===== config.mk =====
export PLATFORM = sky130hd
export DESIGN_NAME = smbus_cmd_seq
export DESIGN_NICKNAME = d
export VERILOG_FILES = /design/src/rtl/smbus_seq_pkg.sv /design/src/rtl/smbus_byte_fifo.sv /design/src/rtl/smbus_seq_ctrl.sv /design/src/rtl/smbus_cmd_seq.sv
export SDC_FILE = /design/constraint.sdc
export NUM_CORES = 1
export LEC_CHECK = 0
export ABC_AREA = 1
export ABC_CLOCK_PERIOD_IN_PS = 7100
export BUFFER_PORTS_ARGS = -buffer_cell sky130_fd_sc_hd__buf_2
export CAP_MARGIN = 20
export CORE_UTILIZATION = 66
export DETAILED_ROUTE_END_ITERATION = 16
export GPL_ROUTABILITY_DRIVEN = 0
export HOLD_SLACK_MARGIN = 0.05
export PLACE_DENSITY_LB_ADDON = 0.2
export RECOVER_POWER = 25
export SLEW_MARGIN = 0
export SYNTH_ARGS = -nofsm -noshare
export SYNTH_HDL_FRONTEND = slang
export SYNTH_SLANG_ARGS = --single-unit

===== constraint.sdc =====
create_clock -name clk -period 7.1 [get_ports clk]
set_input_delay 0.71 -clock clk [delete_from_list [all_inputs] [get_ports clk]]
set_output_delay 0.71 -clock clk [all_outputs]
set_load 0.02 [all_outputs]

===== src/rtl/smbus_seq_pkg.sv =====
// Shared encodings for the SMBus host command sequencer.
// Assumes: operation and selector codes are fixed by the block's port contract.
package smbus_seq_pkg;

    typedef enum logic [2:0] {
        OP_NONE    = 3'd0,
        OP_START   = 3'd1,
        OP_RSTART  = 3'd2,
        OP_STOP    = 3'd3,
        OP_WRITE   = 3'd4,
        OP_RD_ACK  = 3'd5,
        OP_RD_NACK = 3'd6
    } bus_op_e;

    typedef enum logic [1:0] {
        PROTO_PCALL  = 2'd0,
        PROTO_BWRITE = 2'd1,
        PROTO_BREAD  = 2'd2,
        PROTO_RSVD   = 2'd3
    } proto_e;

    typedef enum logic [2:0] {
        SEL_ADDR  = 3'd0,
        SEL_CMD   = 3'd1,
        SEL_DATA0 = 3'd2,
        SEL_DATA1 = 3'd3,
        SEL_BLOCK = 3'd4
    } reg_sel_e;

endpackage


===== src/rtl/smbus_byte_fifo.sv =====
// Byte queue for block payloads with a selectable capacity.
// Does: first-in first-out storage of DEPTH entries. When cap_one is set,
// it reports full at one entry, so it acts as a single-byte buffer.
// Assumes: pushes while full and pops while empty are dropped; flush wins
// over a push or pop in the same cycle.
module smbus_byte_fifo #(
    parameter int DEPTH = 32,
    parameter int WIDTH = 8,
    localparam int AW = (DEPTH > 1) ? $clog2(DEPTH) : 1,
    localparam int LW = $clog2(DEPTH + 1)
) (
    input  logic             clk,
    input  logic             rst_n,
    input  logic             flush,
    input  logic             cap_one,
    input  logic             push,
    input  logic [WIDTH-1:0] push_data,
    input  logic             pop,
    output logic [WIDTH-1:0] head,
    output logic [LW-1:0]    level,
    output logic             full,
    output logic             empty
);

    logic [WIDTH-1:0] mem [DEPTH];
    logic [AW-1:0]    rd_ptr;
    logic [AW-1:0]    wr_ptr;
    logic [LW-1:0]    cnt;
    logic             do_push;
    logic             do_pop;

    function automatic logic [AW-1:0] ptr_next(input logic [AW-1:0] p);
        return (p == AW'(DEPTH - 1)) ? '0 : p + AW'(1);
    endfunction

    assign empty   = (cnt == '0);
    assign full    = cap_one ? (cnt != '0) : (cnt == LW'(DEPTH));
    assign do_push = push && !full;
    assign do_pop  = pop && !empty;
    assign head    = mem[rd_ptr];
    assign level   = cnt;

    // Pointer and occupancy bookkeeping.
    always_ff @(posedge clk) begin
        if (!rst_n || flush) begin
            rd_ptr <= '0;
            wr_ptr <= '0;
            cnt    <= '0;
        end else begin
            if (do_push) wr_ptr <= ptr_next(wr_ptr);
            if (do_pop)  rd_ptr <= ptr_next(rd_ptr);
            if (do_push && !do_pop)      cnt <= cnt + LW'(1);
            else if (do_pop && !do_push) cnt <= cnt - LW'(1);
        end
    end

    // Payload storage, no reset needed.
    always_ff @(posedge clk) begin
        if (do_push && !flush) mem[wr_ptr] <= push_data;
    end

endmodule


===== src/rtl/smbus_seq_ctrl.sv =====
// Transaction sequencer for Process Call, Block Write and Block Read.
// Does: checks a start request and walks a state machine that issues one
// bus operation at a time and waits for the engine's acknowledge. A NACK on
// any written byte diverts to STOP and reports an error.
// Assumes: eng_ack is a one-cycle pulse answering a held request; eng_nack
// is meaningful only with eng_ack on a WRITE.
module smbus_seq_ctrl
    import smbus_seq_pkg::*;
#(
    parameter int MAX_COUNT = 32,
    localparam int CW = $clog2(MAX_COUNT + 1)
) (
    input  logic       clk,
    input  logic       rst_n,
    input  logic       go,
    input  logic [1:0] proto_i,
    input  logic [7:0] addr_byte,
    input  logic [7:0] cmd_byte,
    input  logic [7:0] data0,
    input  logic [7:0] data1,
    input  logic [7:0] fifo_head,
    input  logic       fifo_empty,
    input  logic       fifo_full,
    input  logic       eng_ack,
    input  logic       eng_nack,
    output logic       eng_req,
    output bus_op_e    eng_op,
    output logic [7:0] eng_wdata,
    output logic       busy,
    output logic       wait_data,
    output logic       set_done,
    output logic       set_err,
    output logic       wr_d0,
    output logic       wr_d1,
    output logic       fifo_push,
    output logic       fifo_pop,
    output logic       fifo_flush
);

    typedef enum logic [3:0] {
        S_IDLE, S_START, S_ADDR_W, S_CMD, S_PC_D0, S_PC_D1, S_BW_CNT,
        S_BW_DATA, S_RSTART, S_ADDR_R, S_PC_R0, S_PC_R1, S_BR_CNT,
        S_BR_DATA, S_STOP
    } state_e;

    state_e        state;
    proto_e        proto_q;
    proto_e        proto_in;
    logic [CW-1:0] remain;
    logic          abort_q;
    logic          legal;
    logic          accept;
    logic          acked;
    logic          last_byte;

    assign proto_in  = proto_e'(proto_i);
    assign last_byte = (remain == CW'(1));

    // Decide whether a start request may run.
    always_comb begin
        unique case (proto_in)
            PROTO_PCALL:               legal = !addr_byte[0];
            PROTO_BWRITE, PROTO_BREAD: legal = (data0 != 8'd0) && (data0 <= 8'(MAX_COUNT));
            default:                   legal = 1'b0;
        endcase
    end

    // Operation presented to the engine in each state.
    always_comb begin
        eng_op    = OP_NONE;
        eng_wdata = 8'd0;
        eng_req   = 1'b1;
        unique case (state)
            S_START:   eng_op = OP_START;
            S_ADDR_W:  begin eng_op = OP_WRITE; eng_wdata = {addr_byte[7:1], 1'b0}; end
            S_CMD:     begin eng_op = OP_WRITE; eng_wdata = cmd_byte; end
            S_PC_D0:   begin eng_op = OP_WRITE; eng_wdata = data0; end
            S_PC_D1:   begin eng_op = OP_WRITE; eng_wdata = data1; end
            S_BW_CNT:  begin eng_op = OP_WRITE; eng_wdata = 8'(remain); end
            S_BW_DATA: begin eng_op = OP_WRITE; eng_wdata = fifo_head; eng_req = !fifo_empty; end
            S_RSTART:  eng_op = OP_RSTART;
            S_ADDR_R:  begin eng_op = OP_WRITE; eng_wdata = {addr_byte[7:1], 1'b1}; end
            S_PC_R0:   eng_op = OP_RD_ACK;
            S_PC_R1:   eng_op = OP_RD_NACK;
            S_BR_CNT:  eng_op = OP_RD_ACK;
            S_BR_DATA: begin eng_op = last_byte ? OP_RD_NACK : OP_RD_ACK; eng_req = !fifo_full; end
            S_STOP:    eng_op = OP_STOP;
            default:   eng_req = 1'b0;
        endcase
    end

    assign accept     = (state == S_IDLE) && go && legal;
    assign acked      = eng_req && eng_ack;
    assign busy       = (state != S_IDLE);
    assign wait_data  = ((state == S_BW_DATA) && fifo_empty) || ((state == S_BR_DATA) && fifo_full);
    assign set_done   = acked && (state == S_STOP) && !abort_q;
    assign set_err    = (acked && (state == S_STOP) && abort_q) || ((state == S_IDLE) && go && !legal);
    assign wr_d0      = acked && ((state == S_PC_R0) || (state == S_BR_CNT));
    assign wr_d1      = acked && (state == S_PC_R1);
    assign fifo_push  = acked && (state == S_BR_DATA);
    assign fifo_pop   = acked && (state == S_BW_DATA);
    assign fifo_flush = accept && (proto_in == PROTO_BREAD);

    // State advance on start acceptance and on each acknowledged operation.
    always_ff @(posedge clk) begin
        if (!rst_n) begin
            state   <= S_IDLE;
            proto_q <= PROTO_PCALL;
            remain  <= '0;
            abort_q <= 1'b0;
        end else if (accept) begin
            state   <= S_START;
            proto_q <= proto_in;
            remain  <= CW'(data0);
            abort_q <= 1'b0;
        end else if (acked) begin
            if ((eng_op == OP_WRITE) && eng_nack) begin
                abort_q <= 1'b1;
                state   <= S_STOP;
            end else begin
                unique case (state)
                    S_START:  state <= S_ADDR_W;
                    S_ADDR_W: state <= S_CMD;
                    S_CMD: begin
                        unique case (proto_q)
                            PROTO_PCALL:  state <= S_PC_D0;
                            PROTO_BWRITE: state <= S_BW_CNT;
                            default:      state <= S_RSTART;
                        endcase
                    end
                    S_PC_D0:  state <= S_PC_D1;
                    S_PC_D1:  state <= S_RSTART;
                    S_BW_CNT: state <= S_BW_DATA;
                    S_BW_DATA, S_BR_DATA: begin
                        remain <= remain - CW'(1);
                        if (last_byte) state <= S_STOP;
                    end
                    S_RSTART: state <= S_ADDR_R;
                    S_ADDR_R: state <= (proto_q == PROTO_PCALL) ? S_PC_R0 : S_BR_CNT;
                    S_PC_R0:  state <= S_PC_R1;
                    S_PC_R1:  state <= S_STOP;
                    S_BR_CNT: state <= S_BR_DATA;
                    S_STOP:   state <= S_IDLE;
                    default:  state <= S_IDLE;
                endcase
            end
        end
    end

endmodule


===== src/rtl/smbus_cmd_seq.sv =====
// SMBus host command sequencer, top level.
// Does: holds the address, command and two data registers, the block byte
// queue and the status flags, and connects them to the transaction sequencer.
// Assumes: registers are not rewritten by software while busy; buf32_en is
// changed only while idle with the queue empty.
module smbus_cmd_seq
    import smbus_seq_pkg::*;
#(
    parameter int BUF_DEPTH = 32,
    localparam int LW = $clog2(BUF_DEPTH + 1)
) (
    input  logic       clk,
    input  logic       rst_n,
    input  logic       reg_wr_en,
    input  logic [2:0] reg_wr_sel,
    input  logic [7:0] reg_wr_data,
    input  logic       go,
    input  logic [1:0] proto,
    input  logic       buf32_en,
    input  logic [1:0] stat_clr,
    output logic [7:0] data0_q,
    output logic [7:0] data1_q,
    input  logic       blk_rd_en,
    output logic [7:0] blk_rd_data,
    output logic       busy,
    output logic       done,
    output logic       err,
    output logic       irq,
    output logic       eng_req,
    output logic [2:0] eng_op,
    output logic [7:0] eng_wdata,
    input  logic       eng_ack,
    input  logic [7:0] eng_rdata,
    input  logic       eng_nack
);

    logic [7:0]    addr_q;
    logic [7:0]    cmd_q;
    logic          done_q;
    logic          err_q;
    bus_op_e       seq_op;
    logic          wait_data;
    logic          set_done;
    logic          set_err;
    logic          wr_d0;
    logic          wr_d1;
    logic          seq_push;
    logic          seq_pop;
    logic          q_flush;
    logic          q_push;
    logic [7:0]    q_push_data;
    logic          q_pop;
    logic [7:0]    q_head;
    logic [LW-1:0] buf_level;
    logic          q_full;
    logic          q_empty;
    logic          sw_push;

    assign sw_push     = reg_wr_en && (reg_wr_sel == SEL_BLOCK);
    assign q_push      = seq_push || sw_push;
    assign q_push_data = seq_push ? eng_rdata : reg_wr_data;
    assign q_pop       = seq_pop || blk_rd_en;

    // Software-visible configuration and data registers.
    always_ff @(posedge clk) begin
        if (!rst_n) begin
            addr_q  <= 8'd0;
            cmd_q   <= 8'd0;
            data0_q <= 8'd0;
            data1_q <= 8'd0;
        end else begin
            if (reg_wr_en && (reg_wr_sel == SEL_ADDR)) addr_q <= reg_wr_data;
            if (reg_wr_en && (reg_wr_sel == SEL_CMD))  cmd_q  <= reg_wr_data;
            if (wr_d0)                                        data0_q <= eng_rdata;
            else if (reg_wr_en && (reg_wr_sel == SEL_DATA0)) data0_q <= reg_wr_data;
            if (wr_d1)                                        data1_q <= eng_rdata;
            else if (reg_wr_en && (reg_wr_sel == SEL_DATA1)) data1_q <= reg_wr_data;
        end
    end

    // Completion and error flags, set wins over write-one-to-clear.
    always_ff @(posedge clk) begin
        if (!rst_n) begin
            done_q <= 1'b0;
            err_q  <= 1'b0;
        end else begin
            if (set_done)         done_q <= 1'b1;
            else if (stat_clr[0]) done_q <= 1'b0;
            if (set_err)          err_q  <= 1'b1;
            else if (stat_clr[1]) err_q  <= 1'b0;
        end
    end

    assign done        = done_q;
    assign err         = err_q;
    assign irq         = done_q || err_q || (!buf32_en && wait_data);
    assign eng_op      = seq_op;
    assign blk_rd_data = q_head;

    smbus_byte_fifo #(
        .DEPTH (BUF_DEPTH),
        .WIDTH (8)
    ) u_queue (
        .clk       (clk),
        .rst_n     (rst_n),
        .flush     (q_flush),
        .cap_one   (!buf32_en),
        .push      (q_push),
        .push_data (q_push_data),
        .pop       (q_pop),
        .head      (q_head),
        .level     (buf_level),
        .full      (q_full),
        .empty     (q_empty)
    );

    smbus_seq_ctrl #(
        .MAX_COUNT (BUF_DEPTH)
    ) u_ctrl (
        .clk        (clk),
        .rst_n      (rst_n),
        .go         (go),
        .proto_i    (proto),
        .addr_byte  (addr_q),
        .cmd_byte   (cmd_q),
        .data0      (data0_q),
        .data1      (data1_q),
        .fifo_head  (q_head),
        .fifo_empty (q_empty),
        .fifo_full  (q_full),
        .eng_ack    (eng_ack),
        .eng_nack   (eng_nack),
        .eng_req    (eng_req),
        .eng_op     (seq_op),
        .eng_wdata  (eng_wdata),
        .busy       (busy),
        .wait_data  (wait_data),
        .set_done   (set_done),
        .set_err    (set_err),
        .wr_d0      (wr_d0),
        .wr_d1      (wr_d1),
        .fifo_push  (seq_push),
        .fifo_pop   (seq_pop),
        .fifo_flush (q_flush)
    );

endmodule


-- Yosys cells after proc, flatten, opt, wreduce, memory -nomap -nowiden
Memories as Yosys holds them, arrays and structs flattened. A register that Yosys moved wholly into a read port is not among the register bits.
Index checks and enable logic that the tools add are counted.
- flip-flop bits (word level): 63
- memory bits (writable): 256
- input bits: 31
- output and inout port bits: 40
- word-level logic and storage cells: 155
- memories kept: 1
- memory list (memory ; words ; bits a word ; rd ports ; clocked after Yosys merged registers in ; wr ports ; line ; RTL):
    u_queue.mem ; 32 ; 8 ; 1 ; 1 ; 1 ; smbus_byte_fifo.sv:25 ; logic [WIDTH-1:0] mem [DEPTH];
- $add $sub $neg: 5
- magnitude comparators: 1
- eq/ne operators: 29
- mux-type cells: 34
- bitwise operators: 1
- reductions and logical operators: 70
- operator list (kind ; number):
    $pmux 8 s7 ; 1
    $pmux 4 s12 ; 1
    $mux 8 ; 5
    $mux 6 ; 6
    $eq 4x4->1 const B ; 7
    $logic_and 1x1->1 ; 27
    $pmux 3 s7 ; 1
    $mux 5 ; 4
    $eq 4x3->1 const B ; 4
    $reduce_bool 2->1 ; 7
    $reduce_or 12->1 ; 1
    $sub 6x1->6 const B ; 2
    $add 5x1->5 const B ; 2
    $eq 5x5->1 const B ; 2
    $logic_not 1->1 ; 10
    $mux 1 ; 9
    $eq 4x2->1 const B ; 2
    $le 8x6->1 const B ; 1
    $logic_or 1x1->1 ; 8
    $mux 4 ; 2
    $pmux 4 s2 ; 1
    $reduce_bool 8->1 ; 1
    $reduce_or 2->1 ; 4
    $reduce_or 7->1 ; 1
    other kinds (25) ; 31

-- Longest topological paths before layout
- depth in word-level cells: 12
- gate-level depth with buffers: 22

-- By module
A second synthesis with hierarchy kept.
- cells, all modules: 1595
- area total of the unflattened synthesis: 15038.2 um2
- modules (own cells, without submodules) (module ; times used ; cells an instance ; area each (um2) ; seq. area each (um2)):
    smbus_byte_fifo ; 1 ; 1077 ; 11851.4 ; 8107.8
    smbus_cmd_seq ; 1 ; 258 ; 1702.9 ; 680.7
    smbus_seq_ctrl ; 1 ; 260 ; 1483.9 ; 260.2

-- Least setup slack after synthesis
OpenSTA, ideal clock, no wires.
- path type: input to register
- from: input buf32_en
- to: memory u_queue.mem[0][0], data pin
- setup time: 0.454 ns
- arrival time: 2.669 ns
- data required time: 6.646 ns
- setup slack: 3.977 ns
- stages on the path: 7
- buffers on the path: 1
- path through: inv_1 nand2_1 nand3_2 nand2_4 nand3_4 clkbuf_1 o21ai_0
- longest elaborated chain between the ends: 6
- RTL lines (element ; line ; RTL):
    start, declared ; smbus_cmd_seq.sv:19 ; input logic buf32_en,
    $mux 1 ; smbus_byte_fifo.sv:37 ; assign full = cap_one ? (cnt != '0) : (cnt == LW'(DEPTH));
    $logic_not 1->1 ; smbus_seq_ctrl.sv:86 ; S_BR_DATA: begin eng_op = last_byte ? OP_RD_NACK : OP_RD_ACK; eng_req = !fifo_full; end
    $pmux 1 s3 ; smbus_seq_ctrl.sv:73 ; unique case (state)
    named net eng_req ; smbus_cmd_seq.sv:29 ; output logic eng_req,
    $logic_and 1x1->1 ; smbus_seq_ctrl.sv:93 ; assign acked = eng_req && eng_ack;
    $logic_and 1x1->1 ; smbus_seq_ctrl.sv:100 ; assign fifo_push = acked && (state == S_BR_DATA);
    $mux 8 ; smbus_cmd_seq.sv:61 ; assign q_push_data = seq_push ? eng_rdata : reg_wr_data;
    named net q_push_data[0] ; smbus_cmd_seq.sv:51 ; logic [7:0] q_push_data;
    end, declared ; smbus_byte_fifo.sv:25 ;
The timed path passes the listed nets, and every way through them passes these cells.

-- Final worst setup path
- from: register u_ctrl.state[2]
- to: register u_queue.cnt[5], in the netlist u_queue.level[5]
- longest elaborated chain between the ends: 10
- elaborated cells on any way between the ends: 34
- classes of those cells: 14 x eq/ne; 2 x mux; 18 x reduce/logical
- RTL lines (element ; line ; RTL):
    start, declared ; smbus_seq_ctrl.sv:46 ; state_e state;
    start signal, assigned ; smbus_seq_ctrl.sv:139 ; S_ADDR_R: state <= (proto_q == PROTO_PCALL) ? S_PC_R0 : S_BR_CNT;
    $eq 4x1->1 (tied with other cells) ; smbus_seq_ctrl.sv:73 ;
    $reduce_or 12->1 (no line) ; - ;
    $pmux 1 s3 ; smbus_seq_ctrl.sv:73 ;
    $logic_and 1x1->1 ; smbus_seq_ctrl.sv:93 ;
    $logic_and 1x1->1 * ; smbus_seq_ctrl.sv:100 ;
    $logic_or 1x1->1 * ; smbus_cmd_seq.sv:60 ; assign q_push = seq_push || sw_push;
    $logic_and 1x1->1 * ; smbus_byte_fifo.sv:38 ; assign do_push = push && !full;
    named net u_queue.do_push ; smbus_byte_fifo.sv:29 ; logic do_push;
    $logic_not 1->1 ; smbus_byte_fifo.sv:53 ; else if (do_pop && !do_push) cnt <= cnt - LW'(1);
    $logic_and 1x1->1 ; smbus_byte_fifo.sv:53 ;
    $reduce_bool 2->1 (no line) ; - ;
    end signal, assigned ; smbus_byte_fifo.sv:52 ; if (do_push && !do_pop) cnt <= cnt + LW'(1);
    end signal, assigned ; smbus_byte_fifo.sv:53 ;
    end, declared ; smbus_byte_fifo.sv:28 ; logic [LW-1:0] cnt;
Mark *: on every way through the listed nets, which the timed path passes. The rest lies on a longest branch.
A chain may end at the register's enable or synchronous reset.

==> impl_metrics.py <==
metrics = {
    "status": {
        "violations": "max-capacitance violations, max-slew violations",
        "outcome": "complete, but fails checks",
    },
    "clock_tree": {
        "cts_hold_repair.buffers": 0,
        "cts-root-buf": "clkbuf_16",
        "postCtsSetupRepairBufs": 0,
        "cts_tree": "yes",
        "clock_sinks": 324,
        "numCtsBuffers": 35,
        "cts_max_path_buffers": 3,
        "clock_latency_ns": 0.51,
        "path_clk_slew_ns": 0.06,
        "cts_max_level": 2,
        "cts_resized": 0,
    },
    "timing": {
        "setup_viol_count_final": 0,
        "finalMaxSlewViolations": 33,
        "finalClockSkew_ns": 0.0113,
        "worstMarginPinSlew_ns": 1.52,
        "hold_viol_final": 0,
        "slew_headroom": -0.0159,
        "fin_setup_tns_ns": 0,
        "rsz0062_at_grt": "false",
        "min_period_over_period": 0.687,
        "clock.fmax_mhz": 205,
        "period_minus_slack_ns": 4.88,
    },
    "logic_synthesis": {
        "synth_area_per_cell_um2": 10.2,
        "ys.flop_type": "edfxtp_1",
        "synth_cell_types": 46,
        "netlist_area_um2": 14400,
        "async_flop_share": 0,
        "ys_seq_elements": 324,
        "yosysWarningCount": 0,
        "netlist_instances": 1409,
        "synth_nets": 1459,
        "seq_area_frac_synth": 0.629,
        "synth-edff-count": 256,
    },
    "floorplan": {
        "die_area_um2": 22400,
        "io_pins": 71,
        "core-area_um2": 21200,
        "fp.dieH_um": 150,
        "num_rows": 53,
        "die_x_um": 150,
        "start_util": 0.678,
    },
    "power": {
        "irDropWorstVdd_v": 0.000187,
        "comb_power_share": 0.184,
        "power_uw": 4890,
        "p_sw_frac": 0.290,
        "internal_power_uw": 3470,
        "seq_power_share": 0.439,
        "power_density_nw_per_um2": 305,
        "p_leak_uw": 0.00574,
        "power_switching_uw": 1420,
        "power_frac_clock": 0.376,
    },
    "job": {
        "maxCapViolCount": 1,
    },
    "critical_path": {
        "critPathTopFamily": "simple AND/OR/NAND/NOR gates",
        "slowest_stage": "nor2_1",
        "regToRegStartpoint": "u_ctrl.state[2]$_SDFFE_PP0P_",
        "critPathArrivalTime_ns": 5.28,
        "critPathLaunchType": "register",
        "path_common_cell": "nand2_1",
        "worstPathRequired_ns": 7.51,
        "crit_chain": "nand2_1 > nor2_1 > nand2_1 > nand2_1 > clkinv_1 > nand2_1 > nand3_1 > a21oi_4 > ha_1 > inv_1 > ha_1 > a21oi_1 > o211ai_1 > o21ai_0 > nand2_1 > nand2_1 > nor2_1",
        "worst_setup_path_end_kind": "register",
        "crit_start": "u_ctrl.state[2]$_SDFFE_PP0P_",
        "crit_type": "reg2reg",
        "cp_num_buf_inv": 2,
        "critical_path.max_fanout": 18,
        "slowest_delay_ns": 0.84,
    },
    "final_layout": {
        "diodes": 0,
        "nNetsFinal": 1512,
        "layout_commonest_cell": "edfxtp_1",
        "mostFrequentLayoutCells": "256 x edfxtp_1, 226 x nor2_1, 186 x o21ai_0",
        "drive_gt1_frac": 0.0915,
        "final_cell_area_um2": 16000,
        "syn_to_final_growth_pct": 11.4,
        "final_util": 0.755,
    },
    "placed_design": {
        "portBuffers": 70,
        "hpwlAfterDp_um": 22700,
        "placed_cell_area_um2": 14900,
    },
    "worst_hold_path": {
        "min_from": "stat_clr[0]",
        "worstHoldPathType": "in2reg",
    },
    "grt": {
        "grt_first_pass_wirelength_um": 55600,
        "grt_util_all_layers": 0.330,
        "grt_antenna_before_repair": 0,
        "grt_max_degree": 87,
        "overflow": 0,
        "grt_pass1_vias": 10300,
    },
    "routing": {
        "post-route-drc-count": 0,
        "wirelength_um": 36000,
        "detail-route-antenna-nets": 0,
        "post_drt_via_cell_ratio": 6.26,
        "via_count": 11000,
        "drt_iter0_markers": 1265,
        "wire_per_inst_um": 20.4,
        "first_pass_iters": 5,
    },
}
[metrics by stage]
stage	std cells	setup slack (ns)	hold slack, ns
2_1_floorplan	1409	3.98	0.424
3_3_place_gp	1698	3.19	0.432
3_5_place_dp	1699	3.04	0.441
4_1_cts	1761	2.50	0.434
5_1_grt	1762	1.95	0.475
6_report	1762	2.22	0.448
[cells in the mapped netlist, types with 11 or more instances]
cell      instances  area share
o221ai_1         33       0.020
clkbuf_1         48       0.013
inv_1           102       0.027
o22ai_1          15      0.0065
o211ai_1         18      0.0094
ha_1             18       0.016
dfxtp_1          68       0.095
edfxtp_1        256        0.53
nand3_1          91       0.032
nand4_1          11      0.0048
nor3_1           16      0.0056
nand2_1         171       0.045
a21oi_1          63       0.022
nor2_1          223       0.058
o21ai_0         191       0.066
[path summary, 6_finish.rpt]
check / to / slack (ns) / cells after the start
worst max-delay path: u_queue.level[5]$_SDFFE_PP0P_ / 2.22 / 17
worst max register to register: u_queue.level[5]$_SDFFE_PP0P_ / 2.22 / 17
worst min-delay path: done$_SDFFE_PN0P_ / 0.45 / 4
worst min register to register: addr_q[2]$_SDFFE_PN0P_ / 0.45 / 2
[layer usage]
metal | up-vias | global-route usage | share of wire
met3 | 118 | 0.0601 | 0.098
met2 | 660 | 0.519 | 0.47
met1 | 5165 | 0.440 | 0.39
met4 | 0 | 0.171 | 0.050
li1 | 5080 | - | -
met5 | - | 0 | 0
[state kept, by name, indices dropped and copies added (netlist names), 2 cells and up, named ones only]
| signal | flops |
|---|---|
| u_queue.wr_ptr | 5 |
| u_queue.mem | 256 |
| u_queue.rd_ptr | 5 |
| u_queue.level | 6 |
| data1_q | 8 |
| data0_q | 8 |
| u_ctrl.state | 4 |
| cmd_q | 8 |
| u_ctrl.remain | 6 |
| addr_q | 8 |
| u_ctrl.proto_q | 2 |
[cell families (layout without fill, tap and decap cells)]
kind of cell             count (synthesis)  after routing  share of synthesized area
multiplexers                             1              1                   0.000783
XOR/XNOR                                 7              7                    0.00426
flip-flops                             324            324                      0.629
adder cells (fa/ha/maj)                 19             19                     0.0171
AO/OA/AOI/OAI                          338            338                      0.134
AND/OR/NAND/NOR                        541            541                      0.165
buffers and inverters                  179            257                     0.0493
[power by group through the flow]
stage	Combinational, uW	Clock [uW]	Sequential (uW)
after floorplan	685	0	2140
after global routing	1010	1930	2160
after detailed placement	888	0	2190
final	902	1840	2150
after CTS	893	1850	2150
after global placement	848	0	2190
[layout make-up]
class,count,area (um2)
Fill cell,1453,5200
Tap cell,275,344
Multi-Input combinational cell,906,4590
Clock inverter,18,191
Inverter,110,415
Clock buffer,44,972
Timing Repair Buffer,85,449
Sequential cell,324,9050
[worst reg2reg max path, stage by stage (launching register included)]
cell and delay (ns):
dfxtp_1 0.51, nand2_1 0.17, nor2_1 0.84, nand2_1 0.11, nand2_1 0.10, clkinv_1 0.06, nand2_1 0.13, nand3_1 0.67
a21oi_4 0.60, ha_1 0.26, inv_1 0.14, ha_1 0.35, a21oi_1 0.25, o211ai_1 0.13, o21ai_0 0.25, nand2_1 0.09
nand2_1 0.07, nor2_1 0.04
No activity file was read; power rests on OpenSTA's default activity.
